File: config.mk
export PLATFORM = sky130hd
export DESIGN_NAME = osc_autotrim
export DESIGN_NICKNAME = d
export VERILOG_FILES = /design/src/rtl/osc_trim_pkg.sv /design/src/rtl/osc_trim_ref_sync.sv /design/src/rtl/osc_trim_window.sv /design/src/rtl/osc_trim_judge.sv /design/src/rtl/osc_autotrim.sv
export SDC_FILE = /design/constraint.sdc
export NUM_CORES = 1
export LEC_CHECK = 0
export BUFFER_PORTS_ARGS = -buffer_cell sky130_fd_sc_hd__buf_2
export CAP_MARGIN = 40
export CORE_MARGIN = 8
export CORE_UTILIZATION = 51
export DETAILED_ROUTE_END_ITERATION = 10
export PLACE_DENSITY = 0.68
export SYNTH_ARGS = -nofsm -noshare
export SYNTH_HDL_FRONTEND = slang
export SYNTH_HIERARCHICAL = 1
export SYNTH_SLANG_ARGS = --single-unit
File: constraint.sdc
create_clock -name clk -period 6.4 [get_ports clk]
set_input_delay 0.96 -clock clk [delete_from_list [all_inputs] [get_ports clk]]
set_output_delay 0.96 -clock clk [all_outputs]
set_load 0.005 [all_outputs]
File: src/rtl/osc_trim_pkg.sv
package osc_trim_pkg;
  typedef enum logic [1:0] {
    ST_IDLE,
    ST_SETTLE,
    ST_MEAS,
    ST_EVAL
  } trim_state_e;

  localparam logic [1:0] FSEL_RUN  = 2'b01;
  localparam logic [1:0] FSEL_OFF  = 2'b00;
  localparam int         WIN_MAX   = 32;
  localparam int         PER_W     = 5;
endpackage

File: src/rtl/osc_trim_ref_sync.sv
module osc_trim_ref_sync #(
  parameter int STAGES = 2
) (
  input  logic clk,
  input  logic rst_n,
  input  logic ref_in,
  output logic ref_rise
);
  logic [STAGES:0] sh_q;
  logic [STAGES:0] sh_d;

  always_comb begin
    sh_d = {sh_q[STAGES-1:0], ref_in};
  end

  always_ff @(posedge clk or negedge rst_n) begin
    if (!rst_n) sh_q <= '0;
    else        sh_q <= sh_d;
  end

  assign ref_rise = sh_q[STAGES-1] & ~sh_q[STAGES];
endmodule

File: src/rtl/osc_trim_window.sv
module osc_trim_window
  import osc_trim_pkg::*;
#(
  parameter int CNT_W = 17
) (
  input  logic             clk,
  input  logic             rst_n,
  input  logic             open,
  input  logic             active,
  input  logic             ref_rise,
  input  logic [PER_W-1:0] periods_m1,
  output logic [CNT_W-1:0] cnt,
  output logic             done
);
  localparam logic [CNT_W-1:0] CNT_MAX = {CNT_W{1'b1}};

  logic [CNT_W-1:0] cnt_q, cnt_d;
  logic [PER_W-1:0] per_q, per_d;

  always_comb begin
    cnt_d = cnt_q;
    per_d = per_q;
    if (open) begin
      cnt_d = '0;
      per_d = '0;
    end else if (active) begin
      if (cnt_q != CNT_MAX) cnt_d = cnt_q + 1'b1;
      if (ref_rise)         per_d = per_q + 1'b1;
    end
  end

  always_ff @(posedge clk or negedge rst_n) begin
    if (!rst_n) begin
      cnt_q <= '0;
      per_q <= '0;
    end else begin
      cnt_q <= cnt_d;
      per_q <= per_d;
    end
  end

  assign cnt  = cnt_q;
  assign done = active & ref_rise & (per_q == periods_m1);

  // the window count advances by one each cycle it is open
  a_r3_count_advances: assert property (@(posedge clk) disable iff (!rst_n)
    (active && !open && cnt_q != CNT_MAX) |=> (cnt_q == $past(cnt_q) + 1'b1));
endmodule

File: src/rtl/osc_trim_judge.sv
module osc_trim_judge #(
  parameter int CNT_W = 17
) (
  input  logic [CNT_W-1:0] cnt,
  input  logic [CNT_W-1:0] expected,
  input  logic [4:0]       tol,
  output logic             too_fast,
  output logic             too_slow,
  output logic             gross
);
  logic [CNT_W:0]   cnt_x, exp_x, tol_x;
  logic [CNT_W-1:0] diff;

  always_comb begin
    cnt_x    = {1'b0, cnt};
    exp_x    = {1'b0, expected};
    tol_x    = (CNT_W+1)'(tol);
    too_fast = cnt_x > (exp_x + tol_x);
    too_slow = (cnt_x + tol_x) < exp_x;
    diff     = (cnt >= expected) ? (cnt - expected) : (expected - cnt);
    gross    = diff > (expected >> 3);
  end
endmodule

File: src/rtl/osc_autotrim.sv
module osc_autotrim
  import osc_trim_pkg::*;
#(
  parameter int TRIM_W      = 8,
  parameter int CYC_PER_REF = 1465,
  parameter int RETRY_BASE  = 64,
  parameter int SYNC_STAGES = 2
) (
  input  logic              clk,
  input  logic              rst_n,
  input  logic              ref_clk,
  input  logic              cfg_wr,
  input  logic [1:0]        cfg_fsel,
  input  logic [1:0]        loop_sel,
  input  logic [1:0]        retry_sel,
  input  logic              stop_on_err,
  input  logic              bound_en,
  input  logic [4:0]        bound,
  input  logic              fail_ie,
  input  logic              err_ie,
  input  logic              clr_fail,
  input  logic              clr_err,
  output logic [1:0]        freq_sel,
  output logic [TRIM_W-1:0] trim,
  output logic              locked,
  output logic              fail_flag,
  output logic              err_flag,
  output logic              irq
);
  localparam int CNT_W = $clog2(CYC_PER_REF * WIN_MAX * 2 + 1);
  localparam int RTY_W = $clog2(RETRY_BASE * 8 + 1);
  localparam logic [TRIM_W-1:0] TRIM_MAX = {TRIM_W{1'b1}};
  localparam logic [TRIM_W-1:0] TRIM_MID = TRIM_W'(1) << (TRIM_W - 1);

  trim_state_e       state_q, state_d;
  logic [1:0]        fsel_q, fsel_d;
  logic [TRIM_W-1:0] trim_q, trim_d;
  logic              locked_q, locked_d;
  logic              fail_q, fail_d, err_q, err_d;
  logic [RTY_W-1:0]  retry_q, retry_d, retry_inc, retry_lim;

  logic             ref_rise, win_open, win_active, win_done;
  logic [CNT_W-1:0] win_cnt, exp_cnt;
  logic [PER_W-1:0] periods_m1;
  logic [4:0]       tol;
  logic             too_fast, too_slow, gross, run, fail_set, err_set;

  assign exp_cnt    = CNT_W'(CYC_PER_REF) << ({1'b0, loop_sel} + 3'd2);
  assign periods_m1 = PER_W'((6'd4 << loop_sel) - 6'd1);
  assign tol        = bound_en ? bound : 5'd0;
  assign retry_lim  = RTY_W'(RETRY_BASE) << retry_sel;
  assign retry_inc  = retry_q + 1'b1;
  assign run        = (fsel_q == FSEL_RUN);
  assign win_open   = (state_q == ST_SETTLE) && ref_rise;
  assign win_active = (state_q == ST_MEAS);

  osc_trim_ref_sync #(.STAGES(SYNC_STAGES)) u_sync (
    .clk(clk), .rst_n(rst_n), .ref_in(ref_clk), .ref_rise(ref_rise)
  );

  osc_trim_window #(.CNT_W(CNT_W)) u_win (
    .clk(clk), .rst_n(rst_n), .open(win_open), .active(win_active),
    .ref_rise(ref_rise), .periods_m1(periods_m1), .cnt(win_cnt), .done(win_done)
  );

  osc_trim_judge #(.CNT_W(CNT_W)) u_judge (
    .cnt(win_cnt), .expected(exp_cnt), .tol(tol),
    .too_fast(too_fast), .too_slow(too_slow), .gross(gross)
  );

  always_comb begin
    state_d  = state_q;
    fsel_d   = cfg_wr ? cfg_fsel : fsel_q;
    trim_d   = trim_q;
    locked_d = locked_q;
    retry_d  = retry_q;
    fail_set = 1'b0;
    err_set  = 1'b0;
    if (!run) begin
      state_d  = ST_IDLE;
      locked_d = 1'b0;
    end else begin
      unique case (state_q)
        ST_IDLE: begin
          state_d = ST_SETTLE;
          retry_d = '0;
        end
        ST_SETTLE: if (ref_rise) state_d = ST_MEAS;
        ST_MEAS:   if (win_done) state_d = ST_EVAL;
        ST_EVAL: begin
          err_set = gross;
          state_d = ST_SETTLE;
          if (gross && stop_on_err) begin
            fsel_d   = FSEL_OFF;
            locked_d = 1'b0;
            state_d  = ST_IDLE;
          end else if (!too_fast && !too_slow) begin
            locked_d = 1'b1;
            retry_d  = '0;
          end else begin
            locked_d = 1'b0;
            if (too_fast && trim_q != '0)       trim_d = trim_q - 1'b1;
            if (too_slow && trim_q != TRIM_MAX) trim_d = trim_q + 1'b1;
            retry_d = retry_inc;
            if (retry_inc >= retry_lim) begin
              fail_set = 1'b1;
              fsel_d   = FSEL_OFF;
              state_d  = ST_IDLE;
            end
          end
        end
        default: state_d = ST_IDLE;
      endcase
    end
    fail_d = (fail_q & ~clr_fail) | fail_set;
    err_d  = (err_q & ~clr_err) | err_set;
  end

  always_ff @(posedge clk or negedge rst_n) begin
    if (!rst_n) begin
      state_q  <= ST_IDLE;
      fsel_q   <= FSEL_OFF;
      trim_q   <= TRIM_MID;
      locked_q <= 1'b0;
      fail_q   <= 1'b0;
      err_q    <= 1'b0;
      retry_q  <= '0;
    end else begin
      state_q  <= state_d;
      fsel_q   <= fsel_d;
      trim_q   <= trim_d;
      locked_q <= locked_d;
      fail_q   <= fail_d;
      err_q    <= err_d;
      retry_q  <= retry_d;
    end
  end

  assign freq_sel  = fsel_q;
  assign trim      = trim_q;
  assign locked    = locked_q;
  assign fail_flag = fail_q;
  assign err_flag  = err_q;
  assign irq       = (fail_q & fail_ie) | (err_q & err_ie);

  // trim holds whenever the loop was not selected to run
  a_r2_idle_hold: assert property (@(posedge clk) disable iff (!rst_n)
    ($past(fsel_q) != FSEL_RUN) |-> $stable(trim_q));
  // single unit steps, no wrap-around
  a_r5_unit_step: assert property (@(posedge clk) disable iff (!rst_n)
    (trim_q != $past(trim_q)) |->
      (({1'b0, trim_q} == {1'b0, $past(trim_q)} + (TRIM_W+1)'(1)) ||
       ({1'b0, $past(trim_q)} == {1'b0, trim_q} + (TRIM_W+1)'(1))));
  // gaining lock leaves the update counter empty
  a_r6_lock_clears_retry: assert property (@(posedge clk) disable iff (!rst_n)
    $rose(locked_q) |-> (retry_q == '0));
  // failure always disables the loop
  a_r7_fail_disables: assert property (@(posedge clk) disable iff (!rst_n)
    $rose(fail_q) |-> (fsel_q == FSEL_OFF));
  // stop-on-error disables the loop when the error flag rises
  a_r8_err_stop: assert property (@(posedge clk) disable iff (!rst_n)
    ($rose(err_q) && $past(stop_on_err)) |-> (fsel_q == FSEL_OFF));
  // a clear outside evaluation leaves the flag low
  a_r9_fail_clear: assert property (@(posedge clk) disable iff (!rst_n)
    (clr_fail && state_q != ST_EVAL) |=> !fail_q);
endmodule

### After elaboration in Yosys (flattened, before gate mapping)

Cells that the tools add are included.
Widths: inputs -> output; s select.

* reduce and logical (&&, ||, !) cells: 19
* multiplexer cells: 37
* shift operators: 3
* add/subtract/negate cells: 11
* equality and inequality tests: 11
* $lt $le $gt $ge: 5
* bitwise gates (word level): 15

Operators by type and width (number)
* $mux 17: 4
* $add 17x5->18: 2
* $sub 17x17->17: 2
* $mux 10: 2
* $mux 5: 4
* $pmux 10 s2: 1
* $gt 17x18->1: 1
* $lt 18x17->1: 1
* $mux 2: 9
* $add 17x1->17 const B: 1
* $ge 17x17->1: 1
* $gt 17x14->1: 1
* $ne 17x17->1 const B: 1
* $shl 11x3->17 const A: 1
* $mux 8: 2
* $mux 1: 14
* $add 10x1->10 const B: 1
* $ge 10x10->1: 1
* $reduce_bool 2->1: 5
* $shl 7x2->10 const A: 1
* $add 8x1->8 const B: 1
* $ne 8x8->1 const B: 1
* $pmux 2 s4: 1
* $reduce_bool 8->1: 1
* other kinds (20): 42

* register bits: 50
* output and inout port bits: 14
* word-level logic and storage cells: 111
* input port bits: 21

### Depth between registers and ports, before layout

* depth after elaboration: 11
* gate-level depth with buffers: 29
* gate-level depth less buffers: 27

### Hierarchy

The synthesis kept the hierarchy.

By module, submodules not included
* osc_trim_judge: instances 1, cells each 445, seq. area each 0.0 µm², area an instance 3384.5 µm²
* osc_autotrim: instances 1, cells each 198, seq. area each 626.9 µm², area an instance 1886.8 µm²
* osc_trim_window: instances 1, cells each 117, seq. area each 550.5 µm², area an instance 1172.4 µm²
* osc_trim_ref_sync: instances 1, cells each 4, seq. area each 75.1 µm², area an instance 88.8 µm²

### Worst setup path before layout

Ideal clock, no wire load.

* path kind: input-to-reg
* start: in loop_sel[0]
* end: reg trim_q[1] (netlist: trim[1])
* cell stages on the path: 26
* data arrival time: 5.818 ns
* slack: 0.457 ns
* path buffers: 2
* required time: 6.275 ns
* library setup time: 0.125 ns
* cells stage by stage: inv_1 -> ha_1 -> inv_1 -> nand2_1 -> ha_1 -> buf_6 -> a21o_1 -> a221o_1 -> a32o_1 -> a21oi_2 -> o21a_1 -> buf_6 -> mux2_4 -> o21ai_1 -> a31oi_1 -> xnor2_1 -> ha_1 -> nand2_1 -> or2_2 -> or3_1 -> o21ai_0 -> nand4_1 -> nand2_1 -> nand4b_4 -> a21oi_4 -> mux2_4

* word-level cells in the longest chain between the ends: 8
* elaborated cells on any way between the ends: 21
* classes of those cells: add/sub (4); order compare (4); shift (1); mux (2); bitwise (2); reduce/logical (8)

Ends and longest elaborated chain
* start, declared: line osc_autotrim.sv:14 `input logic [1:0] loop_sel,`
* $add 2x2->3 (*): line osc_autotrim.sv:48 `assign exp_cnt = CNT_W'(CYC_PER_REF) << ({1'b0, loop_sel} + 3'd2);`
* $shl 11x3->17 (*): line osc_autotrim.sv:48
* via exp_cnt[2]: line osc_autotrim.sv:43 `logic [CNT_W-1:0] win_cnt, exp_cnt;`
* $sub 17x17->17 / $ge 17x17->1 (equally long branches): line osc_trim_judge.sv:20 `diff = (cnt >= expected) ? (cnt - expected) : (expected - cnt);`
* $mux 17 (*): line osc_trim_judge.sv:20
* $gt 17x14->1 (*): line osc_trim_judge.sv:21 `gross = diff > (expected >> 3);`
* via gross: line osc_autotrim.sv:46 `logic too_fast, too_slow, gross, run, fail_set, err_set;`
* $logic_and 1x1->1 (*): line osc_autotrim.sv:93 `if (gross && stop_on_err) begin`
* $not 1->1 (no line) (*)
* $reduce_and 5->1 (no line) (*)
* end signal, assigned: line osc_autotrim.sv:131 `trim_q <= trim_d;`
* end, declared: line osc_autotrim.sv:37 `logic [TRIM_W-1:0] trim_q, trim_d;`

The timed path passes the listed nets; every way through them passes the cells marked *.
A chain may end at the register's enable or synchronous reset.

### Final worst setup path

* start: in loop_sel[0]
* end: reg trim_q[4] (netlist: trim[4])

The elaborated chain is that of the path after synthesis.

==> flow_metrics.tcl <==
set metrics [dict create \
    status "finished, final reports clean" \
    comb_power_share_pct 40.7 \
    port_buffers 34 \
    antenna_found_initial 0 \
    layout-area-overhead-vs-synth_pct 10.38 \
    yosysUniqueCellTypes 70 \
    fp-row-count 41 \
    synth_seq_cells 50 \
    cts.htree.levels 2 \
    maxSlewViolCount 0 \
    synth_most_common_cell "ha_1" \
    synth-seq-area-share_pct 19.17 \
    end_kind "flop" \
    drt-pass1-iter-count 5 \
    antenna_left 0 \
    finalSetupViolations 0 \
    crit_path_max_fanout 8 \
    pwr-share-seq_pct 33.6 \
    numCtsBuffers 5 \
    cts.path.max_buffers 2 \
    dp.cells 981 \
    synth_edf_count 0 \
    postSynthCellCount 764 \
    die_w_um 129.2 \
    critPathSlowestCell "or3_1" \
    fin_tns_setup_ns 0 \
    clock_sinks 50 \
    rsz0062_at_grt "false" \
    min_period_over_period_pct 94.58 \
    hold_viol 0 \
    final.setup_skew_ns 0.009286 \
    clk_latency_ns 0.29 \
    num_antenna_cells 0 \
    grt_pass1_vias 5929 \
    synth_ff_type "dfrtp_1" \
    p_int_w 0.0006848 \
    power_density_nw_per_um2 148.8 \
    clockPowerShare_pct 25.7 \
    syn_avg_cell_area_um2 8.550 \
    cts-root-buf "clkbuf_16" \
    critPathKind "in2reg" \
    via_per_inst 5.887 \
    routed_wl_um 16610 \
    yosysTopAreaCell "ha_1" \
    gp_congestion 0.9314 \
    clk_pin_slew_ns 0.07 \
    cts_hold_buffers 0 \
    netlist_top_cells_count "118 x ha_1, 67 x a21oi_1, 60 x inv_1, 51 x xnor2_1, 49 x dfrtp_1" \
    fin_area_um2 7211 \
    fmax_ghz 0.1652 \
    p_leak_nw 3.628 \
    tightest_slew_ns 0.8513 \
    coreArea_um2 12570 \
    hold_class "reg2reg" \
    grt_max_degree 34 \
    die_h_um 129.2 \
    die-area_um2 16690 \
    synthDominantCellAreaShare_pct 22.60 \
    ir_worst_vdd_mv 0.1411 \
    dp_hpwl_um 13650 \
    slew_headroom_pct 43.13 \
    vias 5822 \
    route.detailed.wl_per_inst_um 16.80 \
    grt_pass1_wl_um 27720 \
    io_pins 35 \
    num-nets-final 960 \
    startpoint_type "primary input" \
    drt_iter0_drc 364 \
    syn_area_um2 6533 \
    drcViolationCount 0 \
    ys_warn_count 6 \
    slowest_delay_ns 0.37 \
    start_util_pct 51.98 \
    layout-drive-gt1-share_pct 13.22 \
    fin_util_pct 57.37 \
    grt_use_total_pct 20.16 \
    switchingPower_w 0.0003878 \
    synthTopCellsByArea "ha_1 23%, dfrtp_1 19%, xnor2_1 6.8%" \
    swShare_pct 36.15 \
    fin_cells 989 \
    period_needed_ns 6.053 \
    cts_tree "done" \
    worstPathRequired_ns 6.58 \
    dpl_cell_area_um2 7046 \
    maxCapViolCount 0 \
    overflow 0 \
    synth_async_sr_flop_share_pct 100.0 \
    cp.arrival_ns 6.23 \
    crit_path_frequent_cell "ha_1" \
]
-- area by class of cell --
cell class / count / area [µm²]
multi-input combinational: 632 / 4925
clock buffer: 6 / 138.9
clock inverter: 2 / 16.27
fill: 1135 / 5358
timing repair buffer: 67 / 437.9
inverter: 60 / 225.2
sequential: 50 / 1252
tap: 172 / 215.2
-- worst max-delay path: cells and delay by family --
family / cells / cell delay (ns)
compound gates: 9 / 1.63
simple gates: 7 / 1.43
fa+ha+maj: 3 / 0.81
mux: 2 / 0.66
buf+inv: 4 / 0.55
xor+xnor: 1 / 0.16
-- routing by layer --
metal,vias up,track usage [%],share of wire [%]
met3,38,1.767,4.3
met1,2771,24.71,44
li1,2839,-,-
met4,0,7.049,2.5
met2,174,36.06,49
met5,-,0,0
-- registers in the layout, summed over array words and instances (netlist names) --
| register | count |
|---|---|
| u_win/per_q | 5 |
| retry_q | 10 |
| u_win/cnt | 17 |
| u_sync/sh_q | 3 |
| err_flag | 1 |
| state_q | 2 |
| trim | 8 |
| locked | 1 |
| fail_flag | 1 |
| freq_sel | 2 |
-- power by group through the flow --
stage	clock [W]	sequential (W)	combinational, W
finish	0.000275	0.000360	0.000437
global route	0.000292	0.000363	0.000494
CTS	0.000281	0.000360	0.000437
detailed placement	0	0.000366	0.000434
global placement	0	0.000365	0.000418
floorplan	0	0.000357	0.000308
-- metrics by stage --
stage	hold WS, ns	setup WS [ns]	total power [W]
CTS	0.3731	0.3398	0.001077
global route	0.3770	0.0006395	0.001149
global placement	0.3434	0.1606	0.0007825
finish	0.3733	0.3471	0.001073
detailed placement	0.3555	0.03283	0.0007998
floorplan	0.3312	0.4573	0.0006655
-- kinds of logic after synthesis --
family,after synthesis,share of synthesized area [%]
AND/OR/NAND/NOR,206,16.95
AO/OA/AOI/OAI,204,20.02
adder cells (fa/ha/maj),123,24.13
buffers and inverters,83,5.650
XOR/XNOR,74,9.921
flip-flops,50,19.17
multiplexers,23,4.099
other,1,0.05741
-- cells in the final DEF, fill, tap and decap left out, types with 5 or more instances in the layout --
| cell type | n |
|---|---|
| a21o_1 | 32 |
| a21oi_1 | 67 |
| a31oi_1 | 9 |
| and2_1 | 8 |
| and3_1 | 6 |
| buf_2 | 34 |
| buf_4 | 31 |
| clkbuf_16 | 5 |
| dfrtp_1 | 49 |
| fa_1 | 5 |
| ha_1 | 117 |
| inv_1 | 59 |
| mux2_4 | 6 |
| mux2i_1 | 13 |
| nand2_1 | 37 |
| nand2b_1 | 8 |
| nand3_1 | 23 |
| nand4_1 | 20 |
| nor2_1 | 47 |
| nor2b_1 | 9 |
| nor3_1 | 8 |
| o211ai_1 | 5 |
| o21a_1 | 7 |
| o21ai_0 | 39 |
| o21bai_1 | 6 |
| o31ai_1 | 5 |
| or3_1 | 7 |
| or4_1 | 6 |
| xnor2_1 | 51 |
| xor2_1 | 23 |
-- what timing repair did --
action / in CTS / in global routing
setup buffers: 0 / 0
setup endpoints to repair: 0 / 11
resized for setup: 0 / 5
-- path summary, 6_finish.rpt --
| path | start | end | slack (ns) | depth (start not counted) |
|---|---|---|---|---|
| worst min-delay path | u_sync/sh_q[0] | u_sync/sh_q[1] | 0.37 | 0 |
| min in group asynchronous | rst_n | retry_q[7] | 0.60 | 1 |
| worst min register to register | u_sync/sh_q[0] | u_sync/sh_q[1] | 0.37 | 0 |
| worst max-delay path | loop_sel[0] | trim[4] | 0.35 | 26 |
| worst max register to register | u_win/cnt[12] | trim[4] | 0.93 | 22 |
| max in group asynchronous | rst_n | trim[7] | 5.22 | 2 |
No activity file was read; power rests on OpenSTA's default activity.
